### src/rtl/rtc_pkg.sv
// Shared types and helpers for the BCD calendar.
// Assumes BCD fields hold legal digits; illegal loads advance by plain arithmetic.
package rtc_pkg;
    localparam int ADDR_W = 4;
    localparam int DATA_W = 8;

    localparam logic [ADDR_W-1:0] A_CTRL  = 4'd8;
    localparam logic [ADDR_W-1:0] A_STAT  = 4'd9;
    localparam logic [ADDR_W-1:0] A_CMP_H = 4'd10;
    localparam logic [ADDR_W-1:0] A_CMP_D = 4'd11;
    localparam logic [ADDR_W-1:0] A_CMP_M = 4'd12;

    typedef struct packed {
        logic [7:0] yh;
        logic [7:0] yl;
        logic [4:0] mon;
        logic [5:0] day;
        logic [5:0] hour;
        logic [6:0] min;
        logic [6:0] sec;
        logic [2:0] wday;
    } rtc_time_t;

    // Increment a two-digit BCD value.
    function automatic logic [7:0] bcd_inc(input logic [7:0] v);
        if (v[3:0] == 4'd9) return {v[7:4] + 4'd1, 4'd0};
        return {v[7:4], v[3:0] + 4'd1};
    endfunction

    // Last day of a month in BCD; leap test uses (2*tens + ones) mod 4.
    function automatic logic [5:0] month_days(input logic [4:0] mon, input logic [7:0] yl);
        logic [1:0] lsum;
        lsum = {yl[4], 1'b0} + yl[1:0];
        case (mon)
            5'h02:                      return (lsum == 2'd0) ? 6'h29 : 6'h28;
            5'h04, 5'h06, 5'h09, 5'h11: return 6'h30;
            default:                    return 6'h31;
        endcase
    endfunction

    // Signed tick adjustment from a compensation register; positive shortens.
    function automatic logic signed [9:0] comp_amount(input logic [7:0] raw);
        logic signed [9:0] mag;
        mag = (raw[6:0] == 7'd1) ? 10'sd0 : signed'({3'b000, raw[6:0]}) + 10'sd1;
        return raw[7] ? mag : -mag;
    endfunction
endpackage

### src/rtl/rtc_prescaler.sv
// Divides oscillator ticks into one-second strobes.
// Assumes TPS >= 3; shorten/lengthen move the period by one tick.
module rtc_prescaler #(
    parameter int TPS   = 32768,
    parameter int CNT_W = $clog2(TPS + 1)
) (
    input  logic             clk,
    input  logic             rst_n,
    input  logic             tick,
    input  logic             run,
    input  logic             shorten,
    input  logic             lengthen,
    output logic             sec_stb,
    output logic [CNT_W-1:0] cnt
);
    logic [CNT_W-1:0] limit;

    // Last count of the current second, moved by compensation.
    always_comb begin
        if (shorten)       limit = CNT_W'(TPS - 2);
        else if (lengthen) limit = CNT_W'(TPS);
        else               limit = CNT_W'(TPS - 1);
    end

    assign sec_stb = run && tick && (cnt >= limit);

    // Tick counter, cleared while stopped.
    always_ff @(posedge clk) begin
        if (!rst_n || !run) cnt <= '0;
        else if (tick)      cnt <= (cnt >= limit) ? '0 : cnt + 1'b1;
    end
endmodule

### src/rtl/rtc_cal_core.sv
// BCD calendar registers with rollover chain and field loading.
// Assumes the caller gates field writes (only while stopped).
module rtc_cal_core
    import rtc_pkg::*;
(
    input  logic       clk,
    input  logic       rst_n,
    input  logic       sec_stb,
    input  logic       wr_en,
    input  logic [2:0] wr_idx,
    input  logic [7:0] wr_data,
    output rtc_time_t  live,
    output logic       last_day
);
    rtc_time_t nxt;

    assign last_day = (live.day == month_days(live.mon, live.yl));

    // Next time after one second, carrying through every field.
    always_comb begin
        nxt     = live;
        nxt.sec = 7'(bcd_inc({1'b0, live.sec}));
        if (live.sec == 7'h59) begin
            nxt.sec = '0;
            nxt.min = 7'(bcd_inc({1'b0, live.min}));
            if (live.min == 7'h59) begin
                nxt.min  = '0;
                nxt.hour = 6'(bcd_inc({2'b0, live.hour}));
                if (live.hour == 6'h23) begin
                    nxt.hour = '0;
                    nxt.wday = (live.wday == 3'd6) ? 3'd0 : live.wday + 3'd1;
                    nxt.day  = 6'(bcd_inc({2'b0, live.day}));
                    if (last_day) begin
                        nxt.day = 6'h01;
                        nxt.mon = 5'(bcd_inc({3'b0, live.mon}));
                        if (live.mon == 5'h12) begin
                            nxt.mon = 5'h01;
                            nxt.yl  = bcd_inc(live.yl);
                            if (live.yl == 8'h99) begin
                                nxt.yl = '0;
                                nxt.yh = (live.yh == 8'h99) ? 8'h00 : bcd_inc(live.yh);
                            end
                        end
                    end
                end
            end
        end
    end

    // Field load or one-second advance.
    always_ff @(posedge clk) begin
        if (!rst_n) begin
            live     <= '0;
            live.day <= 6'h01;
            live.mon <= 5'h01;
        end else if (wr_en) begin
            case (wr_idx)
                3'd0: live.sec  <= wr_data[6:0];
                3'd1: live.min  <= wr_data[6:0];
                3'd2: live.hour <= wr_data[5:0];
                3'd3: live.day  <= wr_data[5:0];
                3'd4: live.mon  <= wr_data[4:0];
                3'd5: live.yl   <= wr_data;
                3'd6: live.yh   <= wr_data;
                default: live.wday <= wr_data[2:0];
            endcase
        end else if (sec_stb) begin
            live <= nxt;
        end
    end
endmodule

### src/rtl/rtc_comp.sv
// Loads the summed compensation at the start of minute 59 and spends it one tick per second.
// Assumes the amounts are read on the strobe that ends :58:59.
module rtc_comp
    import rtc_pkg::*;
(
    input  logic       clk,
    input  logic       rst_n,
    input  logic       sec_stb,
    input  logic       en,
    input  logic [6:0] min,
    input  logic [6:0] sec,
    input  logic [5:0] hour,
    input  logic       last_day,
    input  logic [7:0] cmp_h,
    input  logic [7:0] cmp_d,
    input  logic [7:0] cmp_m,
    output logic       shorten,
    output logic       lengthen
);
    logic signed [9:0] rem;
    logic signed [9:0] net;
    logic              last_hr;

    assign last_hr = (hour == 6'h23);

    // Signed sum of the levels that apply in this hour.
    always_comb begin
        net = comp_amount(cmp_h);
        if (last_hr)             net = net + comp_amount(cmp_d);
        if (last_hr && last_day) net = net + comp_amount(cmp_m);
    end

    // Remaining ticks to apply in the final minute.
    always_ff @(posedge clk) begin
        if (!rst_n || !en) rem <= '0;
        else if (sec_stb) begin
            if (min == 7'h58 && sec == 7'h59)      rem <= net;
            else if (min == 7'h59 && sec == 7'h59) rem <= '0;
            else if (rem > 0)                      rem <= rem - 10'sd1;
            else if (rem < 0)                      rem <= rem + 10'sd1;
        end
    end

    assign shorten  = en && (rem > 0);
    assign lengthen = en && (rem < 0);
endmodule

### src/rtl/rtc_calendar.sv
// Top: register file, run handshake, snapshot and read mux around the calendar.
// Assumes tick is a one-cycle strobe synchronous to clk.
module rtc_calendar
    import rtc_pkg::*;
#(
    parameter int TICKS_PER_SEC = 32768
) (
    input  logic              clk,
    input  logic              rst_n,
    input  logic              tick,
    input  logic              wr_en,
    input  logic [ADDR_W-1:0] wr_addr,
    input  logic [DATA_W-1:0] wr_data,
    input  logic [ADDR_W-1:0] rd_addr,
    output logic [DATA_W-1:0] rd_data
);
    localparam int CNT_W = $clog2(TICKS_PER_SEC + 1);

    logic [7:0]       ctrl_q;
    logic             run_q;
    logic [7:0]       cmp_h, cmp_d, cmp_m;
    rtc_time_t        live, shadow, sel;
    logic             last_day, sec_stb, shorten, lengthen;
    logic [CNT_W-1:0] pre_cnt;
    logic             wr_ctrl, wr_time;

    assign wr_ctrl = wr_en && (wr_addr == A_CTRL);
    assign wr_time = wr_en && (wr_addr[3] == 1'b0) && !run_q;

    // Control register; bit 6 is a strobe and is not stored.
    always_ff @(posedge clk) begin
        if (!rst_n)       ctrl_q <= '0;
        else if (wr_ctrl) ctrl_q <= wr_data & 8'hBF;
    end

    // Running status follows the start request on the next tick.
    always_ff @(posedge clk) begin
        if (!rst_n)    run_q <= 1'b0;
        else if (tick) run_q <= ctrl_q[0];
    end

    // Compensation registers, reset to "none".
    always_ff @(posedge clk) begin
        if (!rst_n) begin
            cmp_h <= 8'h01;
            cmp_d <= 8'h01;
            cmp_m <= 8'h01;
        end else if (wr_en) begin
            if (wr_addr == A_CMP_H) cmp_h <= wr_data;
            if (wr_addr == A_CMP_D) cmp_d <= wr_data;
            if (wr_addr == A_CMP_M) cmp_m <= wr_data;
        end
    end

    // Frozen copy of the live time.
    always_ff @(posedge clk) begin
        if (!rst_n)                    shadow <= '0;
        else if (wr_ctrl && wr_data[6]) shadow <= live;
    end

    rtc_prescaler #(.TPS(TICKS_PER_SEC), .CNT_W(CNT_W)) u_pre (
        .clk(clk), .rst_n(rst_n), .tick(tick), .run(run_q),
        .shorten(shorten), .lengthen(lengthen), .sec_stb(sec_stb), .cnt(pre_cnt)
    );

    rtc_cal_core u_core (
        .clk(clk), .rst_n(rst_n), .sec_stb(sec_stb), .wr_en(wr_time),
        .wr_idx(wr_addr[2:0]), .wr_data(wr_data), .live(live), .last_day(last_day)
    );

    rtc_comp u_comp (
        .clk(clk), .rst_n(rst_n), .sec_stb(sec_stb), .en(ctrl_q[2]),
        .min(live.min), .sec(live.sec), .hour(live.hour), .last_day(last_day),
        .cmp_h(cmp_h), .cmp_d(cmp_d), .cmp_m(cmp_m),
        .shorten(shorten), .lengthen(lengthen)
    );

    assign sel = ctrl_q[7] ? shadow : live;

    // Read multiplexer.
    always_comb begin
        case (rd_addr)
            4'd0:    rd_data = {1'b0, sel.sec};
            4'd1:    rd_data = {1'b0, sel.min};
            4'd2:    rd_data = {2'b0, sel.hour};
            4'd3:    rd_data = {2'b0, sel.day};
            4'd4:    rd_data = {3'b0, sel.mon};
            4'd5:    rd_data = sel.yl;
            4'd6:    rd_data = sel.yh;
            4'd7:    rd_data = {5'b0, sel.wday};
            A_CTRL:  rd_data = ctrl_q;
            A_STAT:  rd_data = {7'b0, run_q};
            A_CMP_H: rd_data = cmp_h;
            A_CMP_D: rd_data = cmp_d;
            A_CMP_M: rd_data = cmp_m;
            default: rd_data = '0;
        endcase
    end
endmodule

### config.mk
export PLATFORM = sky130hd
export DESIGN_NAME = rtc_calendar
export DESIGN_NICKNAME = d
export VERILOG_FILES = /design/src/rtl/rtc_pkg.sv /design/src/rtl/rtc_prescaler.sv /design/src/rtl/rtc_cal_core.sv /design/src/rtl/rtc_comp.sv /design/src/rtl/rtc_calendar.sv
export SDC_FILE = /design/constraint.sdc
export NUM_CORES = 1
export LEC_CHECK = 0
export BUFFER_PORTS_ARGS = -buffer_cell sky130_fd_sc_hd__buf_4
export CAP_MARGIN = 40
export CORE_ASPECT_RATIO = 1.1
export CORE_UTILIZATION = 51
export CTS_CLUSTER_SIZE = 8
export DETAILED_ROUTE_END_ITERATION = 10
export PLACE_DENSITY_LB_ADDON = 0.15
export SLEW_MARGIN = 20
export SYNTH_ARGS = -nofsm -noshare
export SYNTH_HDL_FRONTEND = slang
export SYNTH_SLANG_ARGS = --single-unit
export TNS_END_PERCENT = 10
### constraint.sdc
create_clock -name clk -period 5.1 [get_ports clk]
set_input_delay 1.02 -clock clk [delete_from_list [all_inputs] [get_ports clk]]
set_output_delay 1.02 -clock clk [all_outputs]
set_load 0.05 [all_outputs]
==> impl_metrics.py, run 1 <==
metrics = {
    "outcome": {
        "status": "finished clean",
    },
    "hold_path": {
        "hold_path.class": "register to register",
    },
    "synthesis": {
        "synth_cell_type_count": 79,
        "syn_avg_cell_area_sq_um": 7.73,
        "ys_seq_area_frac": 0.282,
        "synth_cells": 1449,
        "yosysWarnings": 0,
        "synth_seq_cells": 158,
        "ys.flop_type": "dfxtp_1",
        "synthTopCellsByArea": "dfxtp_1 28%, ha_1 8.2%, nand2_1 6.8%, a21oi_1 4.9%, mux2i_1 4.7%",
        "netlist_area_sq_um": 11200,
        "synthDominantCellAreaShare": 0.282,
        "synth_top_cell_by_area": "dfxtp_1",
        "synth_edf_count": 0,
        "synth_nets": 1545,
        "synthArstFlopShare": 0,
    },
    "clock_network": {
        "clk_root_buffer_cell": "clkbuf_16",
        "path_clk_slew_ns": 0.06,
        "clock_latency_ns": 0.44,
        "cts_tree": "built",
        "clk_path_buf_depth": 2,
        "cts_made_buffers": 17,
        "h-tree-depth": 4,
        "holdBufCountCts": 0,
        "cts.sinks": 158,
    },
    "power": {
        "seq_power_share": 0.444,
        "p_sw_mw": 0.752,
        "p_clk_frac": 0.437,
        "ir_worst_vdd_uv": 243,
        "power.density_nw_per_um2": 229,
        "power.leakage_nw": 4.82,
        "switching_share": 0.266,
        "combPwrFrac": 0.119,
        "internal_power_mw": 2.08,
    },
    "global_route": {
        "gr-total-overflow": 0,
        "grt_usage": 0.317,
        "grt_max_degree": 45,
        "grt_pass1_vias": 9740,
        "antenna_found_initial": 2,
        "grt_pass1_wl_um": 54300,
    },
    "sta": {
        "fmax_ghz": 0.210,
        "layout_min_cycle_time_ns": 4.77,
        "fin_ws_ns": 0.330,
        "post-route-period-util": 0.935,
        "skew_ns": 0.00813,
        "worst_slew_pin_slew_ns": 0.828,
        "rsz0062_at_grt": "no",
        "hold_viol": 0,
        "finalSetupViolations": 0,
        "slew-limit-headroom": 0.443,
        "slew_viol_final": 0,
        "tns_ns": 0,
    },
    "detailed_routing": {
        "drtAntennaViolNets": 0,
        "drt_iter0_drc": 864,
        "wl_per_cell_um": 19.9,
        "firstDrtPassIters": 6,
        "routed_wl_um": 34800,
        "vias_per_cell": 6.18,
        "route.detailed.drc": 0,
        "num_vias": 10800,
    },
    "setup_path": {
        "worstSetupPathType": "register to register",
        "cp-end-kind": "register",
        "cp.required_ns": 5.46,
        "worstPathArrival_ns": 5.13,
        "start_kind": "register",
        "critPathMaxFanout": 7,
    },
    "floorplan": {
        "die_x_um": 143,
        "core-area_sq_um": 21400,
        "start_util": 0.523,
        "fp.dieArea_sq_um": 22600,
        "fp-row-count": 56,
        "die_y_um": 157,
        "ios": 28,
    },
    "layout": {
        "drive_above_1_share": 0.102,
        "fillers": 2024,
        "nets": 1542,
        "areaGrowthSynthToFinish_pct": 10.2,
    },
    "job": {
        "max-cap-violations": 0,
    },
    "placed_design": {
        "dp_hpwl_um": 25700,
        "port_buffers": 27,
        "dp_slack_ns": 0.170,
        "routabilityCongestion": 0.967,
    },
}
## synth_stat cells, drive strengths merged (18+ instances only)
cell type,instances
nor3,30
xnor2,40
mux2i,53
nand2,202
mux2,19
a211oi,21
a221oi,19
nor2,141
nand2b,19
ha,73
o21ai,78
clkbuf,77
nand3,38
a22oi,20
a21o,18
nand4,19
dfxtp,158
inv,44
a31oi,18
xor2,37
and3,29
a21oi,110
## sequential cells by signal, indices dropped and copies added, names as in the netlist
name	cells
cmp_d	8
cmp_h	8
cmp_m	8
ctrl_q	7
run_q	1
shadow	50
u_comp.rem	10
u_core.live	50
u_pre.cnt	16
## cell usage in the layout (no fill, tap or decap), types with 18 or more instances in the layout
cell and count:
a211oi_1 19, a31oi_1 18, a221oi_1 19, dfxtp_1 157, mux2i_1 53, buf_4 61
o21ai_0 78, nand3_1 38, nor2_1 140, xor2_1 37, nand2b_1 19, and3_1 29
a22oi_1 20, nor3_1 29, xnor2_1 40, inv_1 43, ha_1 73, mux2_2 19
nand4_1 18, a21oi_1 110, nand2_1 201
## worst max-delay path, stage by stage (launching register included)
cell and delay, ns:
dfxtp_1 0.43, inv_1 0.08, ha_1 0.17, or4b_4 0.22
nor2_4 0.04, or2_2 0.28, ha_1 0.27, mux2_2 0.16
inv_1 0.06, fa_1 0.46, nor2b_1 0.14, o21ai_0 0.11
a21oi_1 0.22, nor2_1 0.08, xnor2_1 0.12, mux2_2 0.28
ha_1 0.29, or2_2 0.29, o311ai_1 0.09, buf_4 0.17
o21ai_0 0.11, xnor2_1 0.14, nor2_1 0.12, xor3_1 0.23
o21ai_0 0.13
## layout make-up
type	count	area [sq um]	area share
multi-input combinational	1161	7590	0.615
sequential	158	3160	0.256
timing repair buffer	64	505	0.0409
clock buffer	22	474	0.0384
tap	290	363	0.0294
inverter	44	166	0.0135
clock inverter	8	83.8	0.00679
antenna	1	2.50	0.000203
## per-stage QoR
stage,area (sq um),std cells,utilization,hold slack (ns),total power [mW]
5_1_grt,12300,1747,0.576,0.472,2.94
2_1_floorplan,11200,1449,-,0.433,1.51
3_3_place_gp,11700,1711,0.546,0.438,1.61
4_1_cts,12300,1744,0.574,0.454,2.84
6_report,12300,1748,0.576,0.454,2.83
3_5_place_dp,11700,1714,0.548,0.446,1.61
## worst paths after layout
check | start | end | slack [ns] | cells past startpoint
hold reg to reg | shadow[22] | shadow[22] | 0.45 | 2
setup reg to reg | cmp_d[1] | u_comp.rem[9] | 0.33 | 24
hold / removal | shadow[22] | shadow[22] | 0.45 | 2
setup / recovery | cmp_d[1] | u_comp.rem[9] | 0.33 | 24
## power by group through the flow
stage	combinational [mW]	clock [mW]	sequential (mW)
3_5_place_dp	0.326	0	1.28
6_report	0.337	1.24	1.26
4_1_cts	0.328	1.25	1.26
2_1_floorplan	0.236	0	1.28
5_1_grt	0.368	1.31	1.26
3_3_place_gp	0.323	0	1.28
## cell families (layout without fill, tap and decap cells)
group / after synthesis / count (layout) / synth area share
other: 0 / 1 / 0
AO/OA/AOI/OAI: 376 / 376 / 0.217
XOR/XNOR: 78 / 78 / 0.0623
multiplexers: 73 / 73 / 0.0685
buffers and inverters: 130 / 138 / 0.0447
AND/OR/NAND/NOR: 558 / 558 / 0.238
flip-flops: 158 / 158 / 0.282
adder cells (fa/ha/maj): 76 / 76 / 0.0869
## timing repair
action | 4_1_cts | 5_1_grt
gates resized for setup | 0 | 5
buffers inserted | 0 | 2
setup endpoints to repair | 0 | 2
## metal layers
| layer | vias to the layer above | global-route usage | routed length (um) |
|---|---|---|---|
| li1 | 5221 | - | - |
| met4 | 2 | 0.157 | 1540 |
| met2 | 383 | 0.538 | 16600 |
| met5 | - | 0 | 9 |
| met1 | 5098 | 0.389 | 14400 |
| met3 | 94 | 0.0496 | 2220 |
Note: power is estimated with default switching activity, not from simulation.
==> run 2: changes to the inputs <==
--- a/config.mk
+++ b/config.mk
@@ -11,7 +11,7 @@
 export CORE_UTILIZATION = 51
 export CTS_CLUSTER_SIZE = 8
 export DETAILED_ROUTE_END_ITERATION = 10
-export PLACE_DENSITY_LB_ADDON = 0.15
+export PLACE_DENSITY = 0.67
 export SLEW_MARGIN = 20
 export SYNTH_ARGS = -nofsm -noshare
 export SYNTH_HDL_FRONTEND = slang
==> run 2 against run 1 <==
Against the previous run:
- cell count barely moved
- combinational power rose by 2%
- first-iteration DRC count rose by 7.2%
- clock power rose by 11%
- critical endpoint unchanged
- register-to-register slack improved by 0.05 ns
- global-route usage rose by 0.22 points
- via count rose by 0.12%
- fmax rose by 1.1%
- flip-flop and latch count did not move
- critical path type unchanged
==> impl_metrics.py, run 2 (same netlist as run 1, synthesis figures left out) <==
metrics = {
    "setup_path": {
        "crit_family": "adder cells",
        "r2r_cells": 24,
        "r2r_end": "u_comp.rem[9]",
        "slowest_delay_ns": 0.45,
        "critPathSlowestCell": "fa_1",
        "reg2reg_from": "cmp_d[1]",
        "worst-r2r-setup-slack_ns": 0.38,
        "cp.required_ns": 5.47,
        "start_kind": "register",
        "critPathLaunch": "cmp_d[1]",
        "crit_cells": 24,
        "worstSetupPathType": "register to register",
        "worstPathArrival_ns": 5.09,
        "critical_path_buf_inv_count": 3,
        "critPathMaxFanout": 7,
        "cp-end-kind": "register",
        "endpoint": "u_comp.rem[9]",
        "crit_chain": "inv_1 -> ha_1 -> or4b_4 -> nor2_4 -> or2_2 -> ha_1 -> mux2_2 -> inv_1 -> fa_1 -> nor2b_1 -> o21ai_1 -> a21oi_1 -> nor2_1 -> xnor2_1 -> mux2_2 -> ha_1 -> or2_2 -> o311ai_0 -> buf_4 -> o21ai_1 -> xnor2_1 -> nor2_1 -> xor3_1 -> o21ai_1",
    },
    "clock_network": {
        "cts_tree": "built",
        "holdBufCountCts": 0,
        "path_clk_slew_ns": 0.07,
        "cts_made_buffers": 17,
        "clock_latency_ns": 0.44,
        "clk_root_buffer_cell": "clkbuf_16",
        "h-tree-depth": 4,
        "cts.sinks": 158,
        "clk_path_buf_depth": 2,
    },
    "power": {
        "power_mw": 2.98,
        "seq_power_share": 0.421,
        "ir_worst_vdd_uv": 222,
        "switching_share": 0.269,
        "p_clk_frac": 0.464,
        "power.leakage_nw": 4.86,
        "p_sw_mw": 0.802,
        "power.density_nw_per_um2": 240,
        "combPwrFrac": 0.115,
        "internal_power_mw": 2.18,
    },
    "floorplan": {
        "die_y_um": 157,
        "ios": 28,
        "core-area_sq_um": 21400,
        "fp.dieArea_sq_um": 22600,
        "start_util": 0.523,
        "die_x_um": 143,
        "fp-row-count": 56,
    },
    "detailed_routing": {
        "wl_per_cell_um": 20.1,
        "vias_per_cell": 6.18,
        "firstDrtPassIters": 5,
        "route.detailed.drc": 0,
        "num_vias": 10800,
        "drt_iter0_drc": 926,
        "drtAntennaViolNets": 0,
        "routed_wl_um": 35100,
    },
    "global_route": {
        "grt_pass1_wl_um": 54900,
        "grt_max_degree": 55,
        "grt_usage": 0.319,
        "gr-total-overflow": 0,
        "grt_pass1_vias": 9886,
        "antenna_found_initial": 1,
    },
    "sta": {
        "fmax_ghz": 0.212,
        "finalSetupViolations": 0,
        "tns_ns": 0,
        "slew_viol_final": 0,
        "post-route-period-util": 0.925,
        "layout_min_cycle_time_ns": 4.72,
        "slew-limit-headroom": 0.404,
        "worst_slew_pin_slew_ns": 0.887,
        "skew_ns": 0.00986,
        "rsz0062_at_grt": "no",
        "hold_viol": 0,
    },
    "layout": {
        "postLayoutCellArea_sq_um": 12400,
        "final_cells": 1749,
        "n_antenna_cell": 0,
        "top_regs": "shadow x50, u_core.live x50, u_pre.cnt x16",
        "areaGrowthSynthToFinish_pct": 11.0,
        "final_cell_mix": "201 x nand2_1, 157 x dfxtp_1, 140 x nor2_1",
        "fillers": 2006,
        "nets": 1542,
        "mostFrequentLayoutCell": "nand2_1",
        "drive_above_1_share": 0.105,
    },
    "outcome": {
        "status": "finished clean",
    },
    "placed_design": {
        "dp_hpwl_um": 25400,
        "routabilityCongestion": 0.966,
        "dp_cells": 1712,
        "place_area_sq_um": 11700,
        "port_buffers": 27,
    },
    "hold_path": {
        "hold_path.class": "register to register",
    },
    "job": {
        "max-cap-violations": 0,
    },
}
==> run 2: cell types whose count changed in the layout (fill, tap and decap cells not counted), moves of 2 or more <==
cell / change
clkinv_4: +3
o21ai_0: -3
o21ai_1: +3
bufinv_16: +2
clkbuf_1: -2
==> run 2: through the flow <==
stage / worst slack, ns / util / hold WS [ns]
2_1_floorplan: 0.399 / - / 0.433
3_3_place_gp: 0.314 / 0.545 / 0.439
3_5_place_dp: 0.179 / 0.547 / 0.445
4_1_cts: 0.137 / 0.577 / 0.455
5_1_grt: 0.0837 / 0.580 / 0.471
6_report: 0.381 / 0.580 / 0.454
==> run 2: final cells by class <==
type	count	area, sq um	share of cell area
clock inverter	13	178	0.0143
multi-input combinational	1161	7590	0.611
inverter	44	166	0.0134
timing repair buffer	64	518	0.0417
clock buffer	19	453	0.0364
sequential	158	3160	0.254
tap	290	363	0.0292
==> run 2: routing by layer <==
layer	vias up	track usage	share of wire
met3	99	0.0578	0.071
met2	388	0.532	0.47
met5	-	0	0.00034
met1	5116	0.392	0.41
met4	2	0.165	0.050
li1	5206	-	-
==> run 2: what timing repair did <==
item	CTS	global route
resized for setup	0	8
buffers inserted	0	3
setup endpoints to repair	0	1
==> run 2: power by group through the flow <==
stage	Combinational, mW	Sequential (mW)	Clock, mW
final	0.343	1.26	1.38
after global routing	0.373	1.26	1.44
after CTS	0.329	1.26	1.40
after detailed placement	0.327	1.28	0
after global placement	0.322	1.28	0
after floorplan	0.236	1.28	0
==> run 2: how the worst min path moves through the flow <==
stage,end,depth (start not counted),slack (ns),start
6_report,shadow[44],2,0.45,shadow[44]
3_3_place_gp,shadow[7],2,0.44,shadow[7]
5_1_grt,shadow[7],2,0.47,shadow[7]
2_1_floorplan,shadow[16],2,0.43,shadow[16]
3_5_place_dp,shadow[44],2,0.45,shadow[44]
4_1_cts,shadow[31],2,0.46,shadow[31]
==> run 2: worst register-to-register path: stages, from the launching register on <==
cell      delay (ns)
dfxtp_1         0.44
inv_1           0.08
ha_1            0.18
or4b_4          0.22
nor2_4          0.04
or2_2           0.28
ha_1            0.28
mux2_2          0.16
inv_1           0.06
fa_1            0.45
nor2b_1         0.13
o21ai_1         0.09
a21oi_1         0.19
nor2_1          0.08
xnor2_1         0.12
mux2_2          0.27
ha_1            0.30
or2_2           0.29
o311ai_0        0.11
buf_4           0.18
o21ai_1         0.08
xnor2_1         0.13
nor2_1          0.11
xor3_1          0.24
o21ai_1         0.12
